$ cat src/rtl/pcc_pkg.sv
package pcc_pkg;

  typedef enum logic {CHIP_ADD = 1'b0, CHIP_SUB = 1'b1} chip_op_e;

  // clip an integer into the signed range of a w-bit word
  function automatic int sat_to_width(int v, int w);
    int hi;
    int lo;
    hi = (1 << (w - 1)) - 1;
    lo = -hi - 1;
    if (v > hi) return hi;
    if (v < lo) return lo;
    return v;
  endfunction

  // the +/-1 multiply: pick the term or its negation
  function automatic int signed_mac(int acc, int t, chip_op_e op);
    return (op == CHIP_SUB) ? acc - t : acc + t;
  endfunction

endpackage

$ cat src/rtl/pcc_sum.sv
module pcc_sum #(
  parameter int LANES = 4,
  parameter int SMP_W = 4,
  parameter int TW    = SMP_W + $clog2(LANES)
) (
  input  logic [LANES*SMP_W-1:0] smp,
  output logic signed [TW-1:0]   term
);
  always_comb begin
    int acc;
    acc = 0;
    for (int i = 0; i < LANES; i++) begin
      acc = acc + int'($signed(smp[i*SMP_W +: SMP_W]));
    end
    term = TW'(acc);
  end
endmodule

$ cat src/rtl/pcc_lfsr.sv
module pcc_lfsr #(
  parameter int LW = 5
) (
  input  logic          clk,
  input  logic          rst_n,
  input  logic          load,
  input  logic          step,
  input  logic [LW-1:0] poly,
  input  logic [LW-1:0] seed,
  output logic          lsb
);
  logic [LW-1:0] st;

  always_ff @(posedge clk) begin
    if (!rst_n || load) st <= seed;
    else if (step)      st <= {^(st & poly), st[LW-1:1]};
  end

  assign lsb = st[0];
endmodule

$ cat src/rtl/pcc_gold.sv
module pcc_gold #(
  parameter int LW = 5
) (
  input  logic          clk,
  input  logic          rst_n,
  input  logic          load,
  input  logic          step,
  input  logic [LW-1:0] poly_a,
  input  logic [LW-1:0] poly_b,
  input  logic [LW-1:0] seed_a,
  input  logic [LW-1:0] seed_b,
  output logic          chip
);
  logic bit_a;
  logic bit_b;

  pcc_lfsr #(.LW(LW)) u_reg_a (
    .clk(clk), .rst_n(rst_n), .load(load), .step(step),
    .poly(poly_a), .seed(seed_a), .lsb(bit_a)
  );

  pcc_lfsr #(.LW(LW)) u_reg_b (
    .clk(clk), .rst_n(rst_n), .load(load), .step(step),
    .poly(poly_b), .seed(seed_b), .lsb(bit_b)
  );

  assign chip = bit_a ^ bit_b;
endmodule

$ cat src/rtl/pcc_ring.sv
module pcc_ring #(
  parameter int TAPS = 5,
  parameter int TW   = 6,
  parameter int AW   = 11
) (
  input  logic                 clk,
  input  logic                 rst_n,
  input  logic                 clear,
  input  logic signed [TW-1:0] term,
  input  logic                 chip,
  output logic signed [AW-1:0] acc_old,
  output logic signed [AW-1:0] acc_new,
  output logic [TAPS*AW-1:0]   snap
);
  import pcc_pkg::*;

  logic signed [AW-1:0] stg [TAPS];

  // the last stage holds the total of the same offset, five cycles back
  assign acc_old = stg[TAPS-1];

  always_comb begin
    acc_new = AW'(sat_to_width(signed_mac(int'(acc_old), int'(term),
                                          chip_op_e'(chip)), AW));
  end

  always_ff @(posedge clk) begin
    if (!rst_n || clear) begin
      for (int i = 0; i < TAPS; i++) stg[i] <= '0;
    end else begin
      stg[0] <= acc_new;
      for (int i = 1; i < TAPS; i++) stg[i] <= stg[i-1];
    end
  end

  // at the last cycle of a bit, slot k sits TAPS-2-k stages down the chain
  genvar k;
  generate
    for (k = 0; k < TAPS - 1; k++) begin : g_slot
      assign snap[k*AW +: AW] = stg[TAPS-2-k];
    end
  endgenerate
  assign snap[(TAPS-1)*AW +: AW] = acc_new;
endmodule

$ cat src/rtl/pulse_corr_channel.sv
module pulse_corr_channel #(
  parameter int SMP_W    = 4,
  parameter int LANES    = 4,
  parameter int TAPS     = 5,
  parameter int CODE_LEN = 31,
  parameter int LFSR_W   = 5,
  parameter int ACC_W    = 11
) (
  input  logic                     clk,
  input  logic                     rst_n,
  input  logic                     code_rst,
  input  logic [LANES*SMP_W-1:0]   smp_in,
  input  logic [LFSR_W-1:0]        poly_a,
  input  logic [LFSR_W-1:0]        poly_b,
  input  logic [LFSR_W-1:0]        seed_a,
  input  logic [LFSR_W-1:0]        seed_b,
  output logic [TAPS*ACC_W-1:0]    corr_out,
  output logic                     corr_valid,
  output logic                     chip_out
);
  localparam int TW = SMP_W + $clog2(LANES);
  localparam int PW = $clog2(TAPS);
  localparam int CW = $clog2(CODE_LEN);

  logic [PW-1:0]            phase;
  logic [CW-1:0]            chip_idx;
  logic                     last_phase;
  logic                     bit_end;
  logic                     seq_clear;
  logic                     code_step;
  logic signed [TW-1:0]     term;
  logic signed [ACC_W-1:0]  acc_old;
  logic signed [ACC_W-1:0]  acc_new;
  logic [TAPS*ACC_W-1:0]    snap;

  assign last_phase = (phase == PW'(TAPS - 1));
  assign bit_end    = last_phase && (chip_idx == CW'(CODE_LEN - 1));
  assign seq_clear  = code_rst || bit_end;
  assign code_step  = last_phase && !seq_clear;

  always_ff @(posedge clk) begin
    if (!rst_n || seq_clear) begin
      phase    <= '0;
      chip_idx <= '0;
    end else if (last_phase) begin
      phase    <= '0;
      chip_idx <= chip_idx + 1'b1;
    end else begin
      phase    <= phase + 1'b1;
    end
  end

  pcc_sum #(.LANES(LANES), .SMP_W(SMP_W), .TW(TW)) u_sum (
    .smp(smp_in), .term(term)
  );

  pcc_gold #(.LW(LFSR_W)) u_gold (
    .clk(clk), .rst_n(rst_n), .load(seq_clear), .step(code_step),
    .poly_a(poly_a), .poly_b(poly_b), .seed_a(seed_a), .seed_b(seed_b),
    .chip(chip_out)
  );

  // a restart cycle clears the ring, so its term never lands
  pcc_ring #(.TAPS(TAPS), .TW(TW), .AW(ACC_W)) u_ring (
    .clk(clk), .rst_n(rst_n), .clear(seq_clear), .term(term),
    .chip(chip_out), .acc_old(acc_old), .acc_new(acc_new), .snap(snap)
  );

  always_ff @(posedge clk) begin
    if (!rst_n) begin
      corr_out   <= '0;
      corr_valid <= 1'b0;
    end else begin
      corr_valid <= bit_end && !code_rst;
      if (bit_end && !code_rst) corr_out <= snap;
    end
  end
endmodule

$ cat config.mk
export PLATFORM = sky130hd
export DESIGN_NAME = pulse_corr_channel
export DESIGN_NICKNAME = d
export VERILOG_FILES = /design/src/rtl/pcc_pkg.sv /design/src/rtl/pcc_sum.sv /design/src/rtl/pcc_lfsr.sv /design/src/rtl/pcc_gold.sv /design/src/rtl/pcc_ring.sv /design/src/rtl/pulse_corr_channel.sv
export SDC_FILE = /design/constraint.sdc
export NUM_CORES = 1
export LEC_CHECK = 0
export BUFFER_PORTS_ARGS = -buffer_cell sky130_fd_sc_hd__buf_4
export CAP_MARGIN = 20
export CORE_UTILIZATION = 35
export CTS_CLUSTER_DIAMETER = 80
export CTS_CLUSTER_SIZE = 14
export DETAILED_ROUTE_END_ITERATION = 8
export PLACE_DENSITY = 0.63
export SLEW_MARGIN = 0
export SYNTH_ARGS = -nofsm -noshare
export SYNTH_HDL_FRONTEND = slang
export SYNTH_HIERARCHICAL = 1
export SYNTH_SLANG_ARGS = --single-unit
$ cat constraint.sdc
create_clock -name clk -period 8.4 [get_ports clk]
set_input_delay 1.68 -clock clk [delete_from_list [all_inputs] [get_ports clk]]
set_output_delay 1.68 -clock clk [all_outputs]
set_load 0.01 [all_outputs]
==> results of run 1 <==
==> power by group <==
group | internal, mW | total [mW] | leakage [nW] | switching [mW]
Sequential | 0.656 | 0.678 | 1.06 | 0.0220
Clock | 0.444 | 0.720 | 0.277 | 0.275
Combinational | 0.292 | 0.740 | 1.68 | 0.447
==> metal layers <==
metal / vias to the layer above / track usage / wire length [um]
li1: 2256 / - / -
met1: 1993 / 0.2065 / 6401
met2: 71 / 0.2293 / 5877
met3: 7 / 0.03891 / 480
met4: 0 / 0.05243 / 136
met5: - / 0 / 0
==> worst reg2reg max path, stage by stage (launching register included) <==
cell      delay (ns)
edfxtp_1        0.40
xor2_1          0.17
buf_4           0.19
nor4_4          0.35
a21oi_1         0.13
xnor2_1         0.15
ha_1            0.41
nand2_1         0.07
a211oi_1        0.31
o21ai_0         0.22
a211oi_4        0.52
or2_4           0.24
maj3_2          0.18
nand2_1         0.05
mux2i_1         0.18
==> final cells by class <==
type | count | area share
multi-input cells | 437 | 0.4192
flip-flops and latches | 129 | 0.3571
repair buffers | 99 | 0.09893
clock buffers | 19 | 0.05896
well taps | 225 | 0.03748
clock inverters | 11 | 0.01732
inverters | 22 | 0.01099
==> logic make-up (layout without fill, tap and decap cells) <==
family | count (synthesis) | after routing | share of synthesized area
AOI/OAI and AO/OA | 67 | 67 | 0.07896
xor gates and xnor gates | 24 | 24 | 0.04541
adders and majority gates | 32 | 32 | 0.07615
buffers and inverters | 66 | 151 | 0.06490
DFF | 129 | 129 | 0.4308
muxes | 67 | 67 | 0.1111
and+or+nand+nor | 247 | 247 | 0.1927
==> cells in the final DEF (no fill, tap or decap), types with 7 or more instances in the layout <==
master / count
buf_4: 99
mux2i_1: 56
nand2b_1: 7
xnor2_1: 14
dfxtp_1: 119
clkbuf_16: 17
a21oi_1: 21
nand2_1: 136
nor3_1: 7
and2_1: 44
edfxtp_1: 10
o21ai_0: 7
fa_1: 10
mux2_2: 9
inv_1: 21
nor2_1: 21
ha_1: 21
==> Yosys cell counts (all sizes together) (6+ instances only) <==
library cell | n | area [um2]
nand2b | 7 | 43.79
edfxtp | 10 | 300.3
inv | 22 | 82.58
mux2 | 11 | 131.4
dfxtp | 119 | 2382
clkbuf | 19 | 73.82
and2 | 44 | 275.3
ha | 21 | 262.8
nand2 | 136 | 510.5
nand3 | 6 | 40.04
mux2i | 56 | 560.5
a211oi | 8 | 82.58
nor2 | 21 | 78.83
xnor2 | 16 | 177.7
fa | 10 | 200.2
buf | 25 | 247.7
a21oi | 22 | 113.9
o21ai | 9 | 48.79
xor2 | 6 | 60.06
nor3 | 10 | 71.32
==> worst min-delay path by stage <==
stage,cells past startpoint,slack (ns),end
after floorplan,1,0.43,u_ring/stg[0][11]
after global placement,1,0.44,u_ring/stg[0][33]
after CTS,1,0.45,u_ring/stg[0][30]
after global routing,2,0.47,corr_out[13]
after detailed placement,1,0.44,u_ring/stg[0][15]
final,1,0.45,u_ring/stg[0][30]
==> state kept, by name (all words and copies together) (netlist names) <==
signal	cells
chip_idx	5
u_gold/u_reg_a/st	5
u_ring/stg	55
corr_out	55
u_gold/u_reg_b/st	5
phase	3
corr_valid	1
==> metrics by stage <==
| step | power [mW] | instances |
|---|---|---|
| after global routing | 2.272 | 942 |
| after global placement | 1.423 | 912 |
| final | 2.137 | 942 |
| after detailed placement | 1.426 | 912 |
| after CTS | 2.156 | 942 |
| after floorplan | 1.391 | 632 |
==> flow_metrics.env, run 1 <==
export IMPL_fin_area_um2=7512
export IMPL_fmax_mhz=156.4
export IMPL_worstSetupPathType="primary input to register"
export IMPL_max_slew_worst_pin_slew_ns=1.024
export IMPL_slew_violations=0
export IMPL_multi_input_area_um2=3149
export IMPL_regToRegStartpoint="u_gold/u_reg_b/st[0]"
export IMPL_rows=48
export IMPL_slew_headroom=0.3172
export IMPL_crit_path_end_kind="register"
export IMPL_clk_pin_slew_worst_paths_ns=0.06
export IMPL_cts_max_path_buffers=2
export IMPL_netlist_instances=632
export IMPL_firstDrtPassIters=4
export IMPL_rsz0062_at_grt="no"
export IMPL_cellPowerDensity_nw_per_um2=284.5
export IMPL_p_leak_nw=3.017
export IMPL_worstReg2RegEnd="corr_out[46]"
export IMPL_pin_count=96
export IMPL_cts_setup_buffers=0
export IMPL_period_minus_slack_ns=6.392
export IMPL_final_core_util=0.4328
export IMPL_io_buffers=95
export IMPL_wl_per_cell_um=13.69
export IMPL_synth_flop_cell="dfxtp_1"
export IMPL_synth_cell_types=69
export IMPL_final_nets=776
export IMPL_r2r_slack_ns=4.75
export IMPL_grt_pass1_vias=4267
export IMPL_htree_levels=4
export IMPL_min_from="u_ring/stg[0][19]"
export IMPL_wl_um=12900
export IMPL_path_delay_family="adder cells"
export IMPL_die_area_um2=18330
export IMPL_tns_ns=0
export IMPL_critPathBufInv=3
export IMPL_fill_cells=1691
export IMPL_routabilityCongestion=0.8685
export IMPL_dp_hpwl_um=9284
export IMPL_status="complete, no violations"
export IMPL_arrival_ns=6.65
export IMPL_crit_start="smp_in[1]"
export IMPL_postPlaceCellArea_um2=6939
export IMPL_grt_overflow_total=0
export IMPL_synth_edff_count=10
export IMPL_setup_violations=0
export IMPL_cts_resized=0
export IMPL_regArea_um2=2683
export IMPL_synth_async_reset_ratio=0
export IMPL_grt_max_degree=107
export IMPL_reg2regPathDepth=14
export IMPL_syn_to_final_growth_pct=20.63
export IMPL_drc_errors=0
export IMPL_numCtsBuffers=17
export IMPL_crit_slowest_cell="fa_1"
export IMPL_via_per_inst=4.593
export IMPL_clk_latency_ns=0.41
export IMPL_peakVddDrop_v=0.0001992
export IMPL_worstSetupStartpointType="primary input"
export IMPL_hold_viol=0
export IMPL_cp_common_cell="fa_1"
export IMPL_max_cap_violations=0
export IMPL_yosysWarnings=6
export IMPL_hold_ws_ns=0.4479
export IMPL_fp_dieH_um=135.4
export IMPL_required_ns=8.65
export IMPL_diodes=0
export IMPL_grt_util_all_layers=0.1510
export IMPL_drt_iter0_drc=223
export IMPL_synth_area_um2=6227
export IMPL_slowest_delay_ns=0.53
export IMPL_place_ws_ns=1.594
export IMPL_ys_seq_area_frac=0.4308
export IMPL_skew_ns=0.006494
export IMPL_vias=4327
export IMPL_avgSynthCellArea_um2=9.853
export IMPL_initial_utilization=0.3588
export IMPL_final_layout_size_suffix_gt1_frac=0.2301
export IMPL_clock_sinks=129
export IMPL_crit_cells=21
export IMPL_cts_tree="yes"
export IMPL_hold_class="register to register"
export IMPL_grt_pass1_wl_um=21330
export IMPL_die_x_um=135.4
export IMPL_worst_path_max_fanout=9
export IMPL_core_um2=17360
export IMPL_fin_ws_ns=2.008
export IMPL_cts_root_buf="clkbuf_16"
export IMPL_crit_end="corr_out[46]"
export IMPL_antenna_found_initial=0
export IMPL_ys_seq_elements=129
export IMPL_fin_crit_sh=0.7609
export IMPL_antenna_left=0
export IMPL_cts_hold_buf=0
export IMPL_synth_nets=702
export IMPL_path_cells="buf_4, inv_1, fa_1, inv_1, fa_1, ha_1, fa_1, a21o_1, a21oi_2, xnor2_1, nor3_1, a21oi_1, ha_1, nand2_1, or2b_1, a2111oi_4, a211oi_4, or2_4, maj3_2, nand2_1, mux2i_1"
Note: power is estimated with default switching activity, not from simulation.
==> inputs of run 2 (changes only) <==
==> constraint.sdc (replaced) <==
create_clock -name clk -period 6.2 [get_ports clk]
set_input_delay 1.24 -clock clk [delete_from_list [all_inputs] [get_ports clk]]
set_output_delay 1.24 -clock clk [all_outputs]
set_load 0.01 [all_outputs]
==> run 2 against run 1 <==
Count of clock-buffer cells in the layout up 1. Flip-flop and latch count unchanged. Critical endpoint unchanged. Largest power group is now clock. Final cell count up 1.1%. Sequential power up 35%. Sequential share of layout area down 0.58 points. Clock skew about the same. Register-to-register slack worse by 2.1 ns. Clock power up 49%. Combinational power up 43%. Total power up 43%. Design area up 1.6%.
==> flow_metrics.env, run 2 (same netlist as run 1, synthesis figures left out) <==
export IMPL_rsz0062_at_grt="no"
export IMPL_fin_area_um2=7636
export IMPL_met3WireLength_um=490
export IMPL_drt_iter0_drc=243
export IMPL_skew_ns=0.006776
export IMPL_routabilityCongestion=0.8602
export IMPL_cts_tree="yes"
export IMPL_syn_to_final_growth_pct=22.62
export IMPL_dr_wl_met2_um=5950
export IMPL_fmax_mhz=176.0
export IMPL_initial_utilization=0.3588
export IMPL_grt_overflow_total=0
export IMPL_arrival_ns=5.94
export IMPL_drc_errors=0
export IMPL_core_um2=17360
export IMPL_cts_resized=0
export IMPL_diodes=0
export IMPL_slew_headroom=0.3278
export IMPL_cts_hold_buf=0
export IMPL_worstSetupPathType="primary input to register"
export IMPL_clock_sinks=129
export IMPL_grt_pass1_wl_um=21100
export IMPL_final_cell_mix="136 x nand2_1, 119 x dfxtp_1, 107 x buf_4"
export IMPL_die_x_um=135.4
export IMPL_rows=48
export IMPL_hold_viol=0
export IMPL_cts_root_buf="clkbuf_16"
export IMPL_antenna_left=0
export IMPL_pin_count=96
export IMPL_fp_dieH_um=135.4
export IMPL_peakVddDrop_v=0.0001978
export IMPL_clk_latency_ns=0.41
export IMPL_grt_util_all_layers=0.1501
export IMPL_wl_met1_um=6390
export IMPL_clk_pin_slew_worst_paths_ns=0.06
export IMPL_fin_crit_sh=0.9162
export IMPL_hold_ws_ns=0.4526
export IMPL_hold_class="register to register"
export IMPL_worstSetupStartpointType="primary input"
export IMPL_htree_levels=4
export IMPL_setup_violations=0
export IMPL_required_ns=6.46
export IMPL_final_layout_size_suffix_gt1_frac=0.2407
export IMPL_period_minus_slack_ns=5.681
export IMPL_tns_ns=0
export IMPL_p_leak_nw=3.089
export IMPL_dp_hpwl_um=9311
export IMPL_slew_violations=0
export IMPL_max_cap_violations=0
export IMPL_wl_um=12960
export IMPL_wl_per_cell_um=13.61
export IMPL_status="complete, no violations"
export IMPL_vias=4352
export IMPL_cts_setup_buffers=0
export IMPL_via_per_inst=4.571
export IMPL_cellPowerDensity_nw_per_um2=398.9
export IMPL_numCtsBuffers=17
export IMPL_final_core_util=0.4400
export IMPL_firstDrtPassIters=4
export IMPL_io_buffers=95
export IMPL_final_nets=784
export IMPL_reg_top3="corr_out: 55 flops, u_ring/stg: 55 flops"
export IMPL_worst_path_max_fanout=9
export IMPL_crit_path_end_kind="register"
export IMPL_top_layer="met4"
export IMPL_grt_max_degree=106
export IMPL_die_area_um2=18330
export IMPL_antenna_found_initial=0
export IMPL_max_slew_worst_pin_slew_ns=1.008
export IMPL_fill_cells=1657
export IMPL_grt_pass1_vias=4207
export IMPL_postPlaceCellArea_um2=6999
export IMPL_cts_max_path_buffers=2
export IMPL_final_common_cell="nand2_1"
## run 2: area by class of cell
| type | instances | area (um2) | area share |
|---|---|---|---|
| Multi-Input combinational cell | 437 | 3149 | 0.4124 |
| Sequential cell | 129 | 2683 | 0.3513 |
| Timing Repair Buffer | 107 | 803.3 | 0.1052 |
| Clock buffer | 20 | 467.9 | 0.06128 |
| Tap cell | 225 | 281.5 | 0.03687 |
| Clock inverter | 12 | 168.9 | 0.02212 |
| Inverter | 22 | 82.58 | 0.01081 |
## run 2: critical path: stages
cell and delay, ns:
buf_4 0.07, inv_1 0.04, fa_1 0.52, inv_1 0.05
fa_1 0.46, ha_1 0.24, fa_1 0.40, a21o_1 0.20
a21oi_2 0.14, xnor2_1 0.15, nor3_1 0.32, a21oi_1 0.08
ha_1 0.30, nand2_1 0.09, or2b_1 0.27, a2111oi_4 0.43
a211oi_4 0.18, or2_4 0.30, maj3_2 0.29, nand2_1 0.06
mux2i_1 0.08
## run 2: routing by layer
metal / track usage / vias to the layer above
li1: - / 2269
met1: 0.2046 / 2002
met2: 0.2279 / 71
met3: 0.03966 / 10
met4: 0.05243 / 0
met5: 0 / -
## run 2: final timing paths
check	endpoint	startpoint	depth (start not counted)	slack, ns
setup reg to reg	corr_out[46]	u_gold/u_reg_b/st[0]	14	2.67
hold reg to reg	u_ring/stg[0][38]	u_ring/stg[0][27]	1	0.45
hold / removal	u_ring/stg[0][38]	u_ring/stg[0][27]	1	0.45
setup / recovery	corr_out[46]	smp_in[1]	21	0.52
## run 2: through the flow
| step | instances | total power [mW] | worst slack, ns |
|---|---|---|---|
| 6_report | 952 | 3.046 | 0.5194 |
| 4_1_cts | 952 | 3.068 | 0.5166 |
| 3_3_place_gp | 920 | 1.984 | 0.1458 |
| 3_5_place_dp | 920 | 1.987 | 0.09371 |
| 2_1_floorplan | 632 | 1.885 | 0.1842 |
| 5_1_grt | 952 | 3.246 | 0.2033 |
## run 2: report_power, final
| group | total [mW] | leakage [nW] | switching, mW | internal [mW] |
|---|---|---|---|---|
| Clock | 1.07 | 0.311 | 0.392 | 0.677 |
| Combinational | 1.06 | 1.72 | 0.615 | 0.445 |
| Sequential | 0.917 | 1.06 | 0.0287 | 0.889 |
==> inputs of run 3 (changes only) <==
--- a/config.mk
+++ b/config.mk
@@ -7,12 +7,13 @@
 export LEC_CHECK = 0
 export BUFFER_PORTS_ARGS = -buffer_cell sky130_fd_sc_hd__buf_4
 export CAP_MARGIN = 20
-export CORE_UTILIZATION = 35
+export CORE_MARGIN = 5
+export CORE_UTILIZATION = 52
 export CTS_CLUSTER_DIAMETER = 80
 export CTS_CLUSTER_SIZE = 14
 export DETAILED_ROUTE_END_ITERATION = 8
-export PLACE_DENSITY = 0.63
-export SLEW_MARGIN = 0
+export PLACE_DENSITY = 0.83
+export SLEW_MARGIN = 5
 export SYNTH_ARGS = -nofsm -noshare
 export SYNTH_HDL_FRONTEND = slang
 export SYNTH_HIERARCHICAL = 1
==> run 3 against run 2 <==
Worst hold slack worse by 0.0054 ns. Core utilization grew 20 points. Routed wire length is 3.3% higher. Critical path depth increased by 1. Clock skew up 0.0029 ns. Register-to-register slack got worse by 0.19 ns. Count of clock-buffer cells in the layout shrank 2. Global-route usage up 4.5 points. Sequential share of layout area rose by 0.46 points. Combinational power barely moved. Total power grew 0.61%.
==> flow_metrics.env, run 3 (same netlist as run 1, synthesis figures left out) <==
export IMPL_reg2regPathDepth=15
export IMPL_cts_tree="yes"
export IMPL_antenna_left=0
export IMPL_max_cap_violations=0
export IMPL_clock_sinks=129
export IMPL_final_layout_size_suffix_gt1_frac=0.2421
export IMPL_drc_errors=0
export IMPL_postPlaceCellArea_um2=6894
export IMPL_final_cell_mix="136 x nand2_1, 119 x dfxtp_1, 107 x buf_4"
export IMPL_period_minus_slack_ns=5.742
export IMPL_hold_end="u_ring/stg[0][30]"
export IMPL_status="complete, no violations"
export IMPL_cts_setup_buffers=0
export IMPL_min_path_cells=1
export IMPL_vias=4532
export IMPL_grt_util_all_layers=0.1947
export IMPL_peakVddDrop_v=0.0002356
export IMPL_power_mw=3.065
export IMPL_setup_violations=0
export IMPL_cts_hold_buf=0
export IMPL_cts_resized=0
export IMPL_p_leak_nw=3.082
export IMPL_switching_share=0.3358
export IMPL_io_buffers=95
export IMPL_drt_iter0_drc=236
export IMPL_fin_ws_ns=0.4584
export IMPL_clkPwrFrac=0.345
export IMPL_dp_hpwl_um=9381
export IMPL_place_ws_ns=-0.01369
export IMPL_worst_path_max_fanout=9
export IMPL_worstSetupPathType="primary input to register"
export IMPL_p_sw_mw=1.029
export IMPL_fin_crit_sh=0.9261
export IMPL_grt_overflow_total=0
export IMPL_comb_power_share=0.355
export IMPL_critPathBufInv=5
export IMPL_crit_slowest_cell="fa_1"
export IMPL_wl_um=13390
export IMPL_hold_viol=0
export IMPL_clk_pin_slew_worst_paths_ns=0.06
export IMPL_p_seq_frac=0.300
export IMPL_min_from="u_ring/stg[0][19]"
export IMPL_cts_root_buf="clkbuf_16"
export IMPL_rsz0062_at_grt="no"
export IMPL_numCtsBuffers=17
export IMPL_path_delay_family="adder cells"
export IMPL_grt_max_degree=117
export IMPL_final_nets=784
export IMPL_pin_count=96
export IMPL_final_common_cell="nand2_1"
export IMPL_routabilityCongestion=0.8652
export IMPL_worstSetupStartpointType="primary input"
export IMPL_slowest_delay_ns=0.53
export IMPL_rows=40
export IMPL_antenna_found_initial=0
export IMPL_cp_common_cell="fa_1"
export IMPL_skew_ns=0.009716
export IMPL_reg_top3="corr_out: 55 flops, u_ring/stg: 55 flops"
export IMPL_slew_violations=0
export IMPL_slew_headroom=0.2774
export IMPL_grt_pass1_vias=4580
export IMPL_syn_to_final_growth_pct=21.04
export IMPL_hold_class="register to register"
export IMPL_grt_pass1_wl_um=22120
export IMPL_internal_power_mw=2.035
export IMPL_via_per_inst=5.185
export IMPL_die_area_um2=14260
export IMPL_max_slew_worst_pin_slew_ns=1.084
export IMPL_cellPowerDensity_nw_per_um2=406.6
export IMPL_htree_levels=4
export IMPL_hold_ws_ns=0.4472
export IMPL_cts_max_path_buffers=2
export IMPL_core_um2=11860
export IMPL_r2r_slack_ns=2.48
export IMPL_path_cells="buf_4, inv_1, fa_1, inv_1, fa_1, ha_1, fa_1, a21o_1, a21oi_2, xnor2_1, buf_4, xnor2_1, ha_1, nand2_1, a211oi_1, o21ai_0, a211oi_4, or2_4, inv_2, a21oi_1, nand2_1, mux2i_1"
export IMPL_arrival_ns=6.08
export IMPL_fin_area_um2=7537
export IMPL_worstReg2RegEnd="corr_out[53]"
export IMPL_required_ns=6.54
export IMPL_diodes=0
export IMPL_regToRegStartpoint="u_gold/u_reg_b/st[0]"
export IMPL_initial_utilization=0.5250
export IMPL_crit_path_end_kind="register"
export IMPL_wl_per_cell_um=15.32
export IMPL_die_x_um=119.4
export IMPL_clk_latency_ns=0.42
export IMPL_firstDrtPassIters=5
export IMPL_fp_dieH_um=119.4
export IMPL_fmax_mhz=174.2
==> run 3: metal layers <==
metal / global-route usage / vias to the layer above / wire length [um]
li1: - / 2263 / -
met1: 0.2329 / 2140 / 5852
met2: 0.3236 / 100 / 6509
met3: 0.05793 / 29 / 657
met4: 0.08661 / 0 / 374
met5: 0 / - / 0
==> run 3: power by group through the flow <==
stage               Combinational [mW]  Clock [mW]  Sequential (mW)
CTS                               1.07        1.07            0.918
global placement                  1.04           0            0.934
detailed placement                1.06           0            0.935
global route                      1.20        1.11            0.923
finish                            1.09        1.06            0.919
floorplan                        0.965           0            0.920
==> run 3: area by class of cell <==
cell class,instances,area [um2]
sequential,129,2683
timing repair buffer,107,803.3
tap,147,183.9
clock buffer,18,450.4
clock inverter,14,185.2
fill,931,4324
inverter,22,82.58
multi-input combinational,437,3149
==> run 3: worst max-delay path by stage <==
| stage | depth (start not counted) | start | endpoint | slack, ns |
|---|---|---|---|---|
| 2_1_floorplan | 22 | smp_in[1] | corr_out[46] | 0.18 |
| 3_3_place_gp | 21 | smp_in[1] | corr_out[46] | 0.09 |
| 3_5_place_dp | 21 | smp_in[1] | corr_out[46] | -0.01 |
| 4_1_cts | 21 | smp_in[1] | corr_out[46] | 0.40 |
| 5_1_grt | 21 | smp_in[1] | corr_out[46] | 0.09 |
| 6_report | 22 | smp_in[1] | corr_out[53] | 0.46 |
==> run 3: per-stage QoR <==
step           std cells   TNS, ns    util
4_1_cts              873         0  0.6348
3_5_place_dp         841  -0.01369  0.5812
2_1_floorplan        632         0       -
6_report             874         0  0.6354
3_3_place_gp         841         0  0.5812
5_1_grt              874         0  0.6354
==> run 3: worst register-to-register path: cells and delay by family (launching register included) <==
family | cells | cell delay [ns]
mux | 1 | 0.16
flops | 1 | 0.42
xor+xnor | 2 | 0.37
fa+ha+maj | 1 | 0.37
buf+inv | 2 | 0.26
simple gates | 4 | 0.71
compound gates | 5 | 1.37
